## config.mk

```make
export PLATFORM = sky130hd
export DESIGN_NAME = aud_serial_rx
export DESIGN_NICKNAME = d
export VERILOG_FILES = /design/src/rtl/aud_rx_pkg.sv /design/src/rtl/aud_rx_sync.sv /design/src/rtl/aud_rx_frame.sv /design/src/rtl/aud_rx_out.sv /design/src/rtl/aud_serial_rx.sv
export SDC_FILE = /design/constraint.sdc
export NUM_CORES = 1
export LEC_CHECK = 0
export ABC_AREA = 1
export BUFFER_PORTS_ARGS = -buffer_cell sky130_fd_sc_hd__buf_2
export CORE_AREA = 2 2 125 91
export DETAILED_ROUTE_END_ITERATION = 8
export DIE_AREA = 0 0 127 93
export PLACE_DENSITY = 0.78
export SLEW_MARGIN = 20
export SYNTH_ARGS = -nofsm -noshare
export SYNTH_HDL_FRONTEND = slang
export SYNTH_HIERARCHICAL = 1
export SYNTH_SLANG_ARGS = --single-unit
```

## constraint.sdc

```tcl
create_clock -name clk -period 2.03 [get_ports clk]
set_clock_uncertainty 0.2 [all_clocks]
set_input_delay 0.1015 -clock clk [delete_from_list [all_inputs] [get_ports clk]]
set_output_delay 0.1015 -clock clk [all_outputs]
set_load 0.02 [all_outputs]
```

## src/rtl/aud_rx_pkg.sv

```systemverilog
package aud_rx_pkg;

    // Widest word the receiver can deliver and the counter width it needs
    localparam int unsigned SMP_W = 24;
    localparam int unsigned CNT_W = $clog2(SMP_W + 1);

    typedef enum logic [2:0] {
        RX_INIT,
        RX_WAIT,
        RX_RJ_RUN,
        RX_I2S_TAKE,
        RX_I2S_FULL
    } rx_state_e;

    typedef struct packed {
        logic       i2s;
        logic       swap;
        logic [1:0] wlen;
    } rx_cfg_t;

    // Word length code to bit count; the spare code falls back to 16
    function automatic logic [CNT_W-1:0] wlen_bits(input logic [1:0] code);
        logic [CNT_W-1:0] n;
        unique case (code)
            2'b01:   n = CNT_W'(20);
            2'b10:   n = CNT_W'(24);
            default: n = CNT_W'(16);
        endcase
        return n;
    endfunction

endpackage

```

## src/rtl/aud_rx_sync.sv

```systemverilog
module aud_rx_sync #(
    parameter int unsigned SYNC_STAGES = 2
) (
    input  logic clk,
    input  logic rst_n,
    input  logic bclk_i,
    input  logic lrclk_i,
    input  logic sdata_i,
    output logic bit_stb_o,
    output logic bit_dat_o,
    output logic lr_lvl_o
);
    localparam int unsigned TOP = SYNC_STAGES - 1;

    logic [SYNC_STAGES-1:0] bclk_sh;
    logic [SYNC_STAGES-1:0] lr_sh;
    logic [SYNC_STAGES-1:0] dat_sh;
    logic                   bclk_prev_q;

    // All three lines travel through the same number of stages so that
    // data and frame level stay aligned with the bit-clock edge.
    always_ff @(posedge clk or negedge rst_n) begin
        if (!rst_n) begin
            bclk_sh     <= '0;
            lr_sh       <= '0;
            dat_sh      <= '0;
            bclk_prev_q <= 1'b0;
        end else begin
            bclk_sh     <= {bclk_sh[SYNC_STAGES-2:0], bclk_i};
            lr_sh       <= {lr_sh[SYNC_STAGES-2:0], lrclk_i};
            dat_sh      <= {dat_sh[SYNC_STAGES-2:0], sdata_i};
            bclk_prev_q <= bclk_sh[TOP];
        end
    end

    assign bit_stb_o = bclk_sh[TOP] & ~bclk_prev_q;
    assign bit_dat_o = dat_sh[TOP];
    assign lr_lvl_o  = lr_sh[TOP];

    // a strobe marks one rising edge only, never two cycles running
    p_single_strobe_r11: assert property (@(posedge clk) disable iff (!rst_n)
        bit_stb_o |=> !bit_stb_o);

endmodule

```

## src/rtl/aud_rx_frame.sv

```systemverilog
module aud_rx_frame
    import aud_rx_pkg::*;
(
    input  logic             clk,
    input  logic             rst_n,
    input  logic             bit_stb_i,
    input  logic             bit_dat_i,
    input  logic             lr_lvl_i,
    input  rx_cfg_t          cfg_i,
    output logic             word_stb_o,
    output logic             word_left_o,
    output logic [SMP_W-1:0] word_raw_o,
    output logic [CNT_W-1:0] word_n_o
);
    rx_state_e        state_q, state_d, start_st;
    rx_cfg_t          cfg_q;
    logic             lr_prev_q;
    logic [SMP_W-1:0] sreg_q;
    logic [CNT_W-1:0] cnt_q;
    logic [CNT_W-1:0] n_cur;
    logic             lr_edge;
    logic             shifting;

    logic             word_stb_q;
    logic             word_left_q;
    logic [SMP_W-1:0] word_raw_q;
    logic [CNT_W-1:0] word_n_q;

    assign n_cur    = wlen_bits(cfg_q.wlen);
    assign lr_edge  = bit_stb_i && (lr_lvl_i != lr_prev_q) && (state_q != RX_INIT);
    assign start_st = cfg_i.i2s ? RX_I2S_TAKE : RX_RJ_RUN;
    assign shifting = (state_q == RX_RJ_RUN) || (state_q == RX_I2S_TAKE);

    // Next-state logic
    always_comb begin
        state_d = state_q;
        unique case (state_q)
            RX_INIT: begin
                if (bit_stb_i) state_d = RX_WAIT;
            end
            RX_WAIT, RX_RJ_RUN, RX_I2S_FULL: begin
                if (lr_edge) state_d = start_st;
            end
            RX_I2S_TAKE: begin
                if (lr_edge) begin
                    state_d = start_st;
                end else if (bit_stb_i && ((cnt_q + 1'b1) == n_cur)) begin
                    state_d = RX_I2S_FULL;
                end
            end
            default: state_d = RX_INIT;
        endcase
    end

    // State register
    always_ff @(posedge clk or negedge rst_n) begin
        if (!rst_n) state_q <= RX_INIT;
        else        state_q <= state_d;
    end

    // Shift path and delivered-word registers
    always_ff @(posedge clk or negedge rst_n) begin
        if (!rst_n) begin
            lr_prev_q   <= 1'b0;
            cfg_q       <= '0;
            sreg_q      <= '0;
            cnt_q       <= '0;
            word_stb_q  <= 1'b0;
            word_left_q <= 1'b0;
            word_raw_q  <= '0;
            word_n_q    <= CNT_W'(16);
        end else begin
            word_stb_q <= 1'b0;
            if (bit_stb_i) lr_prev_q <= lr_lvl_i;
            if (lr_edge) begin
                if (state_q != RX_WAIT) begin
                    word_stb_q  <= 1'b1;
                    word_raw_q  <= sreg_q;
                    word_n_q    <= n_cur;
                    word_left_q <= lr_prev_q ^ cfg_q.swap;
                end
                cfg_q  <= cfg_i;
                cnt_q  <= '0;
                sreg_q <= cfg_i.i2s ? '0 : {{(SMP_W-1){1'b0}}, bit_dat_i};
            end else if (bit_stb_i && shifting) begin
                sreg_q <= {sreg_q[SMP_W-2:0], bit_dat_i};
                if (state_q == RX_I2S_TAKE) cnt_q <= cnt_q + 1'b1;
            end
        end
    end

    assign word_stb_o  = word_stb_q;
    assign word_left_o = word_left_q;
    assign word_raw_o  = word_raw_q;
    assign word_n_o    = word_n_q;

    // nothing leaves before the first complete half-frame has begun
    p_quiet_before_start_r8: assert property (@(posedge clk) disable iff (!rst_n)
        (state_q == RX_INIT || state_q == RX_WAIT) |=> !word_stb_q);

    // the I2S word stops exactly at the selected length
    p_full_count_r2: assert property (@(posedge clk) disable iff (!rst_n)
        (state_q == RX_I2S_FULL) |-> (cfg_q.i2s && (cnt_q == n_cur)));

    // the running shifter is only used for right-justified framing
    p_run_is_rj_r1: assert property (@(posedge clk) disable iff (!rst_n)
        (state_q == RX_RJ_RUN) |-> !cfg_q.i2s);

    // a delivered length is always one of the three legal sizes
    p_word_len_r5: assert property (@(posedge clk) disable iff (!rst_n)
        word_stb_q |-> (word_n_q == CNT_W'(16) || word_n_q == CNT_W'(20)
                        || word_n_q == CNT_W'(24)));

endmodule

```

## src/rtl/aud_rx_out.sv

```systemverilog
module aud_rx_out
    import aud_rx_pkg::*;
(
    input  logic             clk,
    input  logic             rst_n,
    input  logic             word_stb_i,
    input  logic             word_left_i,
    input  logic [SMP_W-1:0] word_raw_i,
    input  logic [CNT_W-1:0] word_n_i,
    output logic [SMP_W-1:0] left_o,
    output logic [SMP_W-1:0] right_o,
    output logic             left_vld_o,
    output logic             right_vld_o
);
    logic [SMP_W-1:0] ext;
    logic             sign;
    logic [SMP_W-1:0] left_q, right_q;
    logic [CNT_W-1:0] left_n_q, right_n_q;
    logic             left_vld_q, right_vld_q;

    assign sign = word_raw_i[word_n_i - 1'b1];

    // Each output bit either keeps its own received bit or copies the sign
    for (genvar b = 0; b < SMP_W; b++) begin : g_ext
        assign ext[b] = (CNT_W'(b) < word_n_i) ? word_raw_i[b] : sign;
    end

    always_ff @(posedge clk or negedge rst_n) begin
        if (!rst_n) begin
            left_q      <= '0;
            right_q     <= '0;
            left_n_q    <= CNT_W'(16);
            right_n_q   <= CNT_W'(16);
            left_vld_q  <= 1'b0;
            right_vld_q <= 1'b0;
        end else begin
            left_vld_q  <= word_stb_i && word_left_i;
            right_vld_q <= word_stb_i && !word_left_i;
            if (word_stb_i && word_left_i) begin
                left_q   <= ext;
                left_n_q <= word_n_i;
            end
            if (word_stb_i && !word_left_i) begin
                right_q   <= ext;
                right_n_q <= word_n_i;
            end
        end
    end

    assign left_o      = left_q;
    assign right_o     = right_q;
    assign left_vld_o  = left_vld_q;
    assign right_vld_o = right_vld_q;

    // the two channels never report in the same cycle
    p_one_side_r7: assert property (@(posedge clk) disable iff (!rst_n)
        !(left_vld_q && right_vld_q));

    // each valid is a single-cycle pulse
    p_left_pulse_r7: assert property (@(posedge clk) disable iff (!rst_n)
        left_vld_q |=> !left_vld_q);
    p_right_pulse_r7: assert property (@(posedge clk) disable iff (!rst_n)
        right_vld_q |=> !right_vld_q);

    // the data holds between its pulses
    p_left_hold_r7: assert property (@(posedge clk) disable iff (!rst_n)
        !left_vld_q |-> $stable(left_q));

    // the top bit agrees with the received sign bit
    p_sign_fill_r6: assert property (@(posedge clk) disable iff (!rst_n)
        left_vld_q |-> (left_q[SMP_W-1] == left_q[left_n_q - 1'b1]));

endmodule

```

## src/rtl/aud_serial_rx.sv

```systemverilog
module aud_serial_rx
    import aud_rx_pkg::*;
#(
    parameter int unsigned SYNC_STAGES = 2
) (
    input  logic        clk,
    input  logic        rst_n,
    input  logic        bclk_i,
    input  logic        lrclk_i,
    input  logic        sdata_i,
    input  logic        fmt_i2s_i,
    input  logic        lr_swap_i,
    input  logic [1:0]  wlen_i,
    output logic [23:0] left_o,
    output logic [23:0] right_o,
    output logic        left_vld_o,
    output logic        right_vld_o
);
    logic             bit_stb, bit_dat, lr_lvl;
    rx_cfg_t          cfg_pins;
    logic             word_stb, word_left;
    logic [SMP_W-1:0] word_raw;
    logic [CNT_W-1:0] word_n;

    assign cfg_pins = '{i2s: fmt_i2s_i, swap: lr_swap_i, wlen: wlen_i};

    aud_rx_sync #(
        .SYNC_STAGES (SYNC_STAGES)
    ) u_sync (
        .clk       (clk),
        .rst_n     (rst_n),
        .bclk_i    (bclk_i),
        .lrclk_i   (lrclk_i),
        .sdata_i   (sdata_i),
        .bit_stb_o (bit_stb),
        .bit_dat_o (bit_dat),
        .lr_lvl_o  (lr_lvl)
    );

    aud_rx_frame u_frame (
        .clk         (clk),
        .rst_n       (rst_n),
        .bit_stb_i   (bit_stb),
        .bit_dat_i   (bit_dat),
        .lr_lvl_i    (lr_lvl),
        .cfg_i       (cfg_pins),
        .word_stb_o  (word_stb),
        .word_left_o (word_left),
        .word_raw_o  (word_raw),
        .word_n_o    (word_n)
    );

    aud_rx_out u_out (
        .clk         (clk),
        .rst_n       (rst_n),
        .word_stb_i  (word_stb),
        .word_left_i (word_left),
        .word_raw_i  (word_raw),
        .word_n_i    (word_n),
        .left_o      (left_o),
        .right_o     (right_o),
        .left_vld_o  (left_vld_o),
        .right_vld_o (right_vld_o)
    );

endmodule

```

==> summary.log, run 1 <==
qor: outcome.run_status finished, final reports clean
qor: finish.num-nets-final 797
qor: worst_setup_path.end_kind flop
qor: routing.viasPerCell 5.47
qor: timing.report.final.hold_viol_count 0
qor: finish.drive_above_1_share 24.4%
qor: global_route.first_global_vias 4900
qor: yosys.ys.warnings.count 6
qor: finish.fin_cells 932
qor: timing.rsz_0062_raised_after_global_routing no
qor: worst_setup_path.startpoint_type flop
qor: timing.min_period 1920 ps
qor: floorplanning.initial_utilization 57.5%
qor: worst_setup_path.timing.critical_path.max_delay_family simple AND/OR/NAND/NOR gates
qor: min_path.timing.hold.worst.class in2async
qor: routing.drtPass1Iterations 4
qor: pwr.vdd.ir_drop.worst 0.625 mV
qor: clocking.clock_tree.root_cell sky130_fd_sc_hd__clkbuf_16
qor: worst_setup_path.critical-path-slowest-cell sky130_fd_sc_hd__dfrtp_2
qor: timing.finalWorstSetupSlack 109 ps
qor: yosys.yosysTopAreaCellShare 49.4%
qor: global_route.grt_start_max_net_pins 75
qor: finish.area.sequential 3030 um^2
qor: worst_setup_path.crit_chain nor2_4 > nand2_2 > nand2_1 > nand2_4 > nand3_1 > nand2_1 > nand2_4 > nand3_2 > nand3_1 > nand2_1
qor: worst_setup_path.critical_path.most_common_cell sky130_fd_sc_hd__nand2_1
qor: clocking.clk_path_buf_depth 2
qor: finish.combined_area_of_the_multi_input_logic_cells 2500 um^2
qor: yosys.synth.yosys.seq_area_share 49.4%
qor: timing.timing_worst_slew_pin_value 862 ps
qor: placed_design.place_inst 889
qor: timing.min_period_over_period 94.6%
qor: routing.drtAntennaViolNets 0
qor: yosys.synth_largest_area_cell sky130_fd_sc_hd__dfrtp_1
qor: clocking.clock_tree_from_tritoncts built
qor: routing.initial_drc_count 524
qor: flow_run.count_of_max_cap_constraint_violations 0
qor: clocking.cts.sink_count 121
qor: clocking.clk_pin_slew_worst_paths 50 ps
qor: placed_design.placed_wire_length_estimate_after_detailed_placement 10.2 mm
qor: finish.synthToLayoutAreaGrowth 17.2%
qor: yosys.postSynthRegisterBits 121
qor: finish.nFillCells 864
qor: routing.wire_per_inst 15.9 um
qor: worst_setup_path.worst-endpoint-required 2120 ps
qor: floorplanning.die_width 127 um
qor: floorplanning.die_h 93 um
qor: yosys.synth.area.top_cells sky130_fd_sc_hd__dfrtp_1 (49%), sky130_fd_sc_hd__nand2_1 (12%), sky130_fd_sc_hd__nand3_1 (8.6%)
qor: placed_design.pre_cts_slack 97.5 ps
qor: global_route.groute.usage.overall 26.5%
qor: worst_setup_path.cp_slowest_stage_delay 460 ps
qor: worst_setup_path.timing_worst_setup_path_type reg2reg
qor: floorplanning.core.rowCount 32
qor: floorplanning.floorplan.io_pins 59
qor: timing.slew_viol_final 0
qor: routing.route.vias.total 5094
qor: pwr.cell_leakage_power 0.00371 uW
qor: timing.fmaxAchievable 521 MHz
qor: yosys.post_synth_inst_count 713
qor: worst_setup_path.crit_path_max_fanout 15
qor: yosys.synth_top_flop_cell sky130_fd_sc_hd__dfrtp_1
qor: routing.routed_wirelength 14.8 mm
qor: floorplanning.design.core.area 10700 um^2
qor: global_route.grt_antenna_before_repair 0
qor: timing.setup-tns-final 0 ps
qor: pwr.power_per_cell_area 1430 nW/um^2
qor: yosys.share_of_synthesized_flip_flops_with_an_asynchronous_set_or_reset 100%
qor: clocking.cts-htree-levels 4
qor: clocking.cts_made_buffers 17
qor: timing.setup_violators_final 0
qor: finish.diodes 0
qor: timing.slew_headroom 42.5%
qor: yosys.synth_cell_types 42
qor: yosys.synthesis.area 6130 um^2
qor: yosys.synth_edf_count 0
qor: floorplanning.die_area 11800 um^2
qor: worst_setup_path.crit_buf_inv 0
qor: worst_setup_path.cp.arrival 2010 ps
qor: global_route.grt_pass1_wl 24.4 mm
qor: placed_design.io_buffers 58
qor: global_route.grt_overflow_total 0
qor: yosys.syn-mean-instance-area 8.59 um^2
qor: routing.drt_drc_violations_left 0
qor: clocking.insertion_delay 410 ps
qor: placed_design.gpl.final_weighted_congestion 0.933
[final timing paths]
path                       cells past startpoint                 to  slack, ps                 from
setup / recovery                              10  u_out/right_o[19]        110  u_frame/word_n_o[2]
hold / removal                                 3   u_frame/cnt_q[3]         40                rst_n
setup reg to reg                              10  u_out/right_o[19]        110  u_frame/word_n_o[2]
hold reg to reg                                0   u_sync/dat_sh[1]        150     u_sync/dat_sh[0]
max in group asynchronous                      3   u_out/right_o[6]       1060                rst_n
min in group clk                               2  u_sync/bclk_sh[0]        130               bclk_i
[cell usage in the layout, fill, tap and decap left out, drive strengths merged]
cell,count
nand2,208
nand3,134
dfrtp,121
inv,87
buf,76
o21ai,67
nor2,23
clkbuf,21
a21oi,11
dlygate4sd3,8
clkinv,8
or2,7
bufinv,4
ha,4
conb,3
xor2,3
nand4,2
xnor2,2
nor3,1
a21o,1
a21boi,1
a31oi,1
o21a,1
o211ai,1
o31ai,1
[worst register-to-register path, delay by kind of cell (launching register included)]
kind	cells	cell delay [ps]
and+or+nand+nor	10	1170
DFF	1	460
[cell usage after synthesis, types with 2 or more instances]
library cell	n
sky130_fd_sc_hd__buf_8	2
sky130_fd_sc_hd__nand3_1	105
sky130_fd_sc_hd__o21ai_1	12
sky130_fd_sc_hd__or2_1	4
sky130_fd_sc_hd__conb_1	2
sky130_fd_sc_hd__or2_2	3
sky130_fd_sc_hd__buf_4	7
sky130_fd_sc_hd__nor2_4	3
sky130_fd_sc_hd__xnor2_1	2
sky130_fd_sc_hd__nand4_1	2
sky130_fd_sc_hd__xor2_1	2
sky130_fd_sc_hd__nor2_2	5
sky130_fd_sc_hd__nand3_2	28
sky130_fd_sc_hd__clkbuf_1	8
sky130_fd_sc_hd__o21ai_0	28
sky130_fd_sc_hd__o21ai_2	27
sky130_fd_sc_hd__nand2_1	199
sky130_fd_sc_hd__inv_2	8
sky130_fd_sc_hd__nor2_1	14
sky130_fd_sc_hd__inv_1	78
sky130_fd_sc_hd__ha_1	4
sky130_fd_sc_hd__buf_2	3
sky130_fd_sc_hd__nand2_2	5
sky130_fd_sc_hd__buf_6	12
sky130_fd_sc_hd__a21oi_1	10
sky130_fd_sc_hd__dfrtp_1	121
sky130_fd_sc_hd__nand2_4	4
[flip-flops by register name (all words and copies together) (netlist names)]
name	flops
u_frame/state_q	3
u_sync/dat_sh	2
u_out/left_vld_o	1
u_out/right_vld_o	1
u_frame/word_n_o	2
u_out/right_o	24
u_frame/cfg_q	3
u_frame/lr_prev_q	1
u_frame/word_raw_o	24
u_frame/word_left_o	1
u_out/left_o	24
u_frame/sreg_q	24
u_frame/word_stb_o	1
u_frame/cnt_q	5
u_sync/bclk_sh	2
u_sync/lr_sh	2
u_sync/bclk_prev_q	1
[per-layer routing]
metal	track usage [%]	share of wire, %
met1	38.8	48
met2	40.0	46
met3	4.52	5.0
met4	9.98	1.5
met5	0	0
[power breakdown]
| group | switching, uW | total (uW) | internal, uW |
|---|---|---|---|
| Clock | 1010 | 3070 | 2060 |
| Combinational | 2430 | 3650 | 1220 |
| Sequential | 468 | 3560 | 3090 |
| Total | 3910 | 10300 | 6370 |
[cells by family (layout without fill, tap and decap cells)]
kind of cell,count (synthesis),in the layout,share of synthesized area [%]
and+or+nand+nor,375,375,30.1
buffers and inverters,122,204,9.88
DFF,121,121,49.4
AOI/OAI and AO/OA,84,84,8.80
xor gates and xnor gates,5,5,0.837
adders and majority gates,4,4,0.817
other,2,3,0.123
[repair_timing]
item / 4_1_cts / 5_1_grt
buffers inserted: 0 / 4
endpoints found under the setup margin: 0 / 13
endpoints found under the hold margin: 129 / 0
hold buffers: 8 / 0
resized for setup: 0 / 1
[stage by stage]
step | instance area, um^2 | hold slack, ps | power [uW] | util [%]
finish | 7180 | 43.4 | 10300 | 67.4
global placement | 6470 | -46.1 | 6970 | 60.7
floorplan | 6130 | -394 | 6150 | -
CTS | 7150 | 74.5 | 10200 | 67.1
detailed placement | 6470 | -50.9 | 7100 | 60.7
global route | 7180 | 91.3 | 10900 | 67.4
[cell type report]
cell class / instances / area share, %
clock buffer: 21 / 6.27
clock inverter: 10 / 2.09
inverter: 89 / 4.70
multi-input combinational: 471 / 34.8
sequential: 121 / 42.2
tap: 136 / 2.37
timing repair buffer: 84 / 7.60
Power figures use the tool's default switching activity.
==> run 2, diff against run 1 <==
--- a/config.mk
+++ b/config.mk
@@ -7,10 +7,9 @@
 export LEC_CHECK = 0
 export ABC_AREA = 1
 export BUFFER_PORTS_ARGS = -buffer_cell sky130_fd_sc_hd__buf_2
-export CORE_AREA = 2 2 125 91
+export CORE_AREA = 2 2 162 116
 export DETAILED_ROUTE_END_ITERATION = 8
-export DIE_AREA = 0 0 127 93
-export PLACE_DENSITY = 0.78
+export DIE_AREA = 0 0 164 118
 export SLEW_MARGIN = 20
 export SYNTH_ARGS = -nofsm -noshare
 export SYNTH_HDL_FRONTEND = slang
==> summary.log, run 2 (synthesis gave the netlist of run 1 again) <==
qor: outcome.run_status finished, final reports clean
qor: worst_setup_path.crit_path_max_fanout 15
qor: clocking.clk_pin_slew_worst_paths 60 ps
qor: worst_setup_path.cp_slowest_stage_delay 470 ps
qor: routing.wire_per_inst 14.2 um
qor: clocking.postCtsSetupRepairBufs 0
qor: flow_run.count_of_max_cap_constraint_violations 0
qor: floorplanning.die_h 118 um
qor: timing.slew_viol_final 0
qor: clocking.insertion_delay 410 ps
qor: timing.timing_worst_slew_pin_value 810 ps
qor: routing.initial_drc_count 403
qor: floorplanning.design.core.area 17800 um^2
qor: worst_setup_path.startpoint_type flop
qor: pwr.cell_leakage_power 0.00374 uW
qor: routing.drtPass1Iterations 5
qor: global_route.grt_start_max_net_pins 56
qor: placed_design.gpl.final_weighted_congestion 0.906
qor: finish.num-nets-final 798
qor: finish.most-common-layout-cells sky130_fd_sc_hd__nand2_1 (199), sky130_fd_sc_hd__dfrtp_1 (121), sky130_fd_sc_hd__nand3_1 (105)
qor: worst_setup_path.worst-endpoint-required 2130 ps
qor: routing.viasPerCell 4.71
qor: worst_setup_path.timing.critical_path.max_delay_family simple AND/OR/NAND/NOR gates
qor: clocking.clock_tree.root_cell sky130_fd_sc_hd__clkbuf_16
qor: global_route.grt_antenna_before_repair 0
qor: worst_setup_path.cp.arrival 2010 ps
qor: global_route.groute.layer.met3.usage 4.40%
qor: finish.fin_util 41.7%
qor: finish.drive_above_1_share 24.7%
qor: floorplanning.initial_utilization 34.4%
qor: timing.min_period 1910 ps
qor: floorplanning.die_width 164 um
qor: timing.min_period_over_period 93.8%
qor: routing.drt_drc_violations_left 0
qor: placed_design.place_inst 992
qor: timing.rsz_0062_raised_after_global_routing no
qor: timing.setup-tns-final 0 ps
qor: pwr.power_per_cell_area 1430 nW/um^2
qor: routing.routed_wirelength 14.7 mm
qor: global_route.use_met1 25.0%
qor: finish.synthToLayoutAreaGrowth 21.3%
qor: routing.drtAntennaViolNets 0
qor: worst_setup_path.crit_chain nor2_4 > nand2_2 > nand2_1 > nand2_4 > nand3_1 > nand2_1 > nand2_4 > nand3_1 > nand3_1 > nand2_1
qor: clocking.clock_tree_from_tritoncts built
qor: global_route.grt_overflow_total 0
qor: placed_design.io_buffers 58
qor: timing.report.final.hold_viol_count 0
qor: global_route.use_met2 20.7%
qor: routing.route.vias.total 4872
qor: global_route.first_global_vias 4610
qor: worst_setup_path.crit_buf_inv 0
qor: global_route.groute.usage.overall 15.9%
qor: worst_setup_path.end_kind flop
qor: floorplanning.core.rowCount 41
qor: timing.slew_headroom 45.9%
qor: timing.setup_violators_final 0
qor: clocking.cts.sink_count 121
qor: global_route.grt_busiest_layer met1
qor: finish.most_common_cell_after_layout_fill_and_taps_aside sky130_fd_sc_hd__nand2_1
qor: floorplanning.die_area 19400 um^2
qor: clocking.clk_path_buf_depth 2
qor: worst_setup_path.timing_worst_setup_path_type reg2reg
qor: clocking.cts_made_buffers 17
qor: clocking.cts-htree-levels 4
qor: pwr.vdd.ir_drop.worst 0.607 mV
qor: finish.fin_cells 1034
qor: placed_design.placed_wire_length_estimate_after_detailed_placement 10.3 mm
qor: finish.diodes 0
qor: min_path.timing.hold.worst.class in2reg
qor: worst_setup_path.critical-path-slowest-cell sky130_fd_sc_hd__dfrtp_1
qor: timing.fmaxAchievable 525 MHz
qor: floorplanning.floorplan.io_pins 59
qor: worst_setup_path.regToRegSetupSlack 120 ps
qor: global_route.grt_pass1_wl 24.3 mm
-- run 2: cell type report --
| cell class | count | area (um^2) |
|---|---|---|
| clock inverter | 14 | 246 |
| clock buffer | 18 | 439 |
| fill | 1765 | 10400 |
| inverter | 89 | 338 |
| tap | 236 | 295 |
| sequential | 121 | 3030 |
| multi-input combinational | 471 | 2500 |
| timing repair buffer | 85 | 583 |
-- run 2: per-layer routing --
metal | up-vias | share of wire (%)
li1 | 2408 | -
met1 | 2307 | 54
met2 | 143 | 39
met3 | 14 | 6.0
met4 | 0 | 0.93
met5 | - | 0
-- run 2: worst paths after layout --
path | from | endpoint | cells after the start
setup / recovery | u_frame/word_n_o[2] | u_out/right_o[23] | 10
hold / removal | sdata_i | u_sync/dat_sh[0] | 2
setup reg to reg | u_frame/word_n_o[2] | u_out/right_o[23] | 10
hold reg to reg | u_sync/bclk_sh[0] | u_sync/bclk_sh[1] | 0
max in group asynchronous | rst_n | u_out/right_o[7] | 4
min in group asynchronous | rst_n | u_frame/word_n_o[2] | 3
-- run 2: repair_timing --
action                    CTS  global route
hold buffers               10             0
hold endpoints to repair  129             0
gates resized for setup     0             0
-- run 2: worst reg2reg max path: cells and delay by family, from the launching register on --
kind	cells	cell delay [ps]
flip-flops	1	470
AND/OR/NAND/NOR	10	1120
-- run 2: through the flow --
| step | cell area [um^2] | hold slack, ps | total power [uW] | setup slack (ps) |
|---|---|---|---|---|
| 5_1_grt | 7430 | 116 | 11300 | 5.43 |
| 2_1_floorplan | 6130 | -394 | 6150 | 254 |
| 3_3_place_gp | 6640 | -125 | 7090 | 199 |
| 3_5_place_dp | 6640 | -123 | 7130 | 149 |
| 4_1_cts | 7430 | 108 | 10700 | 151 |
| 6_report | 7430 | 124 | 10600 | 125 |
-- run 2: where the power goes --
part           internal, uW  total (uW)  switching (uW)
logic                  1220        3610            2390
clock network          2340        3480            1130
registers              3090        3540             452
==> run 3, diff against run 2 <==
--- a/config.mk
+++ b/config.mk
@@ -10,6 +10,7 @@
 export CORE_AREA = 2 2 162 116
 export DETAILED_ROUTE_END_ITERATION = 8
 export DIE_AREA = 0 0 164 118
+export SETUP_SLACK_MARGIN = 0.5
 export SLEW_MARGIN = 20
 export SYNTH_ARGS = -nofsm -noshare
 export SYNTH_HDL_FRONTEND = slang
==> summary.log, run 3 (synthesis gave the netlist of run 1 again) <==
qor: flow_run.count_of_max_cap_constraint_violations 0
qor: global_route.grt_antenna_before_repair 0
qor: placed_design.placed_wire_length_estimate_after_detailed_placement 10.2 mm
qor: finish.most_common_cell_after_layout_fill_and_taps_aside sky130_fd_sc_hd__nand2_1
qor: worst_setup_path.timing.reg2reg.worst_path_depth 10
qor: finish.drive_above_1_share 42.1%
qor: finish.stdcell_area 8710 um^2
qor: outcome.violations negative hold slack
qor: finish.num-nets-final 852
qor: routing.routed_wirelength 18.4 mm
qor: routing.viasPerCell 4.94
qor: floorplanning.die_h 118 um
qor: pwr.vdd.ir_drop.worst 0.617 mV
qor: clocking.clock_tree.root_cell sky130_fd_sc_hd__clkbuf_16
qor: floorplanning.floorplan.io_pins 59
qor: global_route.groute.usage.overall 19.2%
qor: timing.rsz_0062_raised_after_global_routing yes
qor: pwr.seqPwrFrac 32.5%
qor: global_route.grt_start_max_net_pins 66
qor: timing.min_period 1740 ps
qor: worst_setup_path.crit_path_max_fanout 6
qor: finish.diodes 0
qor: worst_setup_path.end_kind flop
qor: pwr.cell_leakage_power 0.00420 uW
qor: timing.fmaxAchievable 574 MHz
qor: pwr.share_comb_of_total_power 42.4%
qor: timing.report.final.hold_viol_count 23
qor: min_path.timing.hold.worst.class in2async
qor: timing.min_period_over_period 85.8%
qor: outcome.run_status complete, but fails checks
qor: clocking.clock_tree_from_tritoncts built
qor: routing.route.vias.total 5366
qor: finish.synthToLayoutAreaGrowth 42.1%
qor: pwr.switchingPower 4560 uW
qor: floorplanning.core.rowCount 41
qor: floorplanning.die_width 164 um
qor: clocking.clk_path_buf_depth 2
qor: global_route.first_global_vias 5251
qor: routing.drtPass1Iterations 5
qor: global_route.grt_overflow_total 0
qor: pwr.p_int 6680 uW
qor: placed_design.dpl-instance-area 6630 um^2
qor: timing.timing_worst_slew_pin_value 659 ps
qor: pwr.p_clk_share 25.1%
qor: routing.wire_per_inst 16.9 um
qor: worst_setup_path.worst_r2r_startpoint u_frame/word_n_o[2]
qor: clocking.cts_made_buffers 17
qor: floorplanning.die_area 19400 um^2
qor: placed_design.io_buffers 58
qor: timing.slew_viol_final 0
qor: routing.drtAntennaViolNets 0
qor: clocking.clk_pin_slew_worst_paths 60 ps
qor: worst_setup_path.cp.arrival 1840 ps
qor: clocking.cts-htree-levels 4
qor: worst_setup_path.startpoint_type flop
qor: pwr.power.share.switching 40.6%
qor: routing.initial_drc_count 491
qor: pwr.power_per_cell_area 1290 nW/um^2
qor: floorplanning.initial_utilization 34.4%
qor: timing.finalHoldWorstSlack -37.3 ps
qor: floorplanning.design.core.area 17800 um^2
qor: timing.slew_headroom 55.6%
qor: finish.most-common-layout-cells sky130_fd_sc_hd__nand2_1 (177), sky130_fd_sc_hd__dfrtp_1 (115), sky130_fd_sc_hd__nand3_1 (74)
qor: placed_design.gpl.final_weighted_congestion 0.876
qor: worst_setup_path.timing_worst_setup_path_type reg2reg
qor: worst_setup_path.worst_setup_path_startpoint u_frame/word_n_o[2]
qor: timing.setup-tns-final 0 ps
qor: worst_setup_path.worst-endpoint-required 2130 ps
qor: worst_setup_path.regToRegSetupSlack 290 ps
qor: clocking.cts.sink_count 121
qor: clocking.insertion_delay 410 ps
qor: global_route.grt_pass1_wl 28.8 mm
qor: worst_setup_path.worstReg2RegEnd u_out/right_o[20]
qor: timing.setup_violators_final 0
qor: routing.drt_drc_violations_left 0
==> run 3: repair_timing <==
action | CTS | global route
hold buffers | 8 | 0
resized for setup | 130 | 81
pin swaps | 35 | 31
hold endpoints to repair | 129 | 0
setup buffers | 34 | 10
endpoints found under the setup margin | 92 | 87
gates cloned | 16 | 0
==> run 3: per-layer routing <==
layer	vias up	global-route usage (%)	wire length, um
li1	2549	-	-
met1	2615	28.4	8810
met2	177	28.2	8230
met3	25	4.19	1110
met4	0	5.32	239
met5	-	0	0
==> run 3: metrics by stage <==
stage	setup WS, ps	hold slack [ps]	utilization [%]	total power, uW	cells
2_1_floorplan	304	-394	-	6200	714
3_3_place_gp	161	-140	37.3	7090	988
3_5_place_dp	92.5	-141	37.3	7140	988
4_1_cts	301	-19.3	46.8	10900	1076
5_1_grt	184	5.08	48.9	11900	1086
6_report	288	-37.3	48.9	11200	1086
==> run 3: how the worst max path moves through the flow <==
stage,slack (ps),to
2_1_floorplan,300,u_out/left_o[17]
3_3_place_gp,160,u_out/right_o[23]
3_5_place_dp,90,u_out/right_o[23]
4_1_cts,300,u_out/left_o[18]
5_1_grt,180,u_out/right_o[20]
6_report,290,u_out/right_o[20]
==> run 3: layout make-up <==
type | count | area, um^2
inverter | 89 | 363
timing repair inverter | 2 | 23.8
multi-input combinational | 477 | 3210
clock inverter | 8 | 72.6
clock buffer | 22 | 474
tap | 236 | 295
timing repair buffer | 131 | 1230
fill | 1575 | 9090
sequential | 121 | 3040
==> run 3: power by group through the flow <==
stage	registers [uW]	clock network, uW	logic [uW]
floorplan	4070	0	2130
global placement	3600	0	3480
detailed placement	3600	0	3540
CTS	3600	2850	4440
global route	3730	2970	5180
finish	3650	2820	4770
==> run 3: critical path, cell delays in order (launching register included) <==
cell                      delay [ps]
sky130_fd_sc_hd__dfrtp_2         500
sky130_fd_sc_hd__buf_6           160
sky130_fd_sc_hd__inv_4            50
sky130_fd_sc_hd__nor2_2           40
sky130_fd_sc_hd__inv_2            50
sky130_fd_sc_hd__nor2_2           50
sky130_fd_sc_hd__a21oi_1         130
sky130_fd_sc_hd__inv_1            80
sky130_fd_sc_hd__or2_1           250
sky130_fd_sc_hd__nand3_1          80
sky130_fd_sc_hd__nand2_1          50
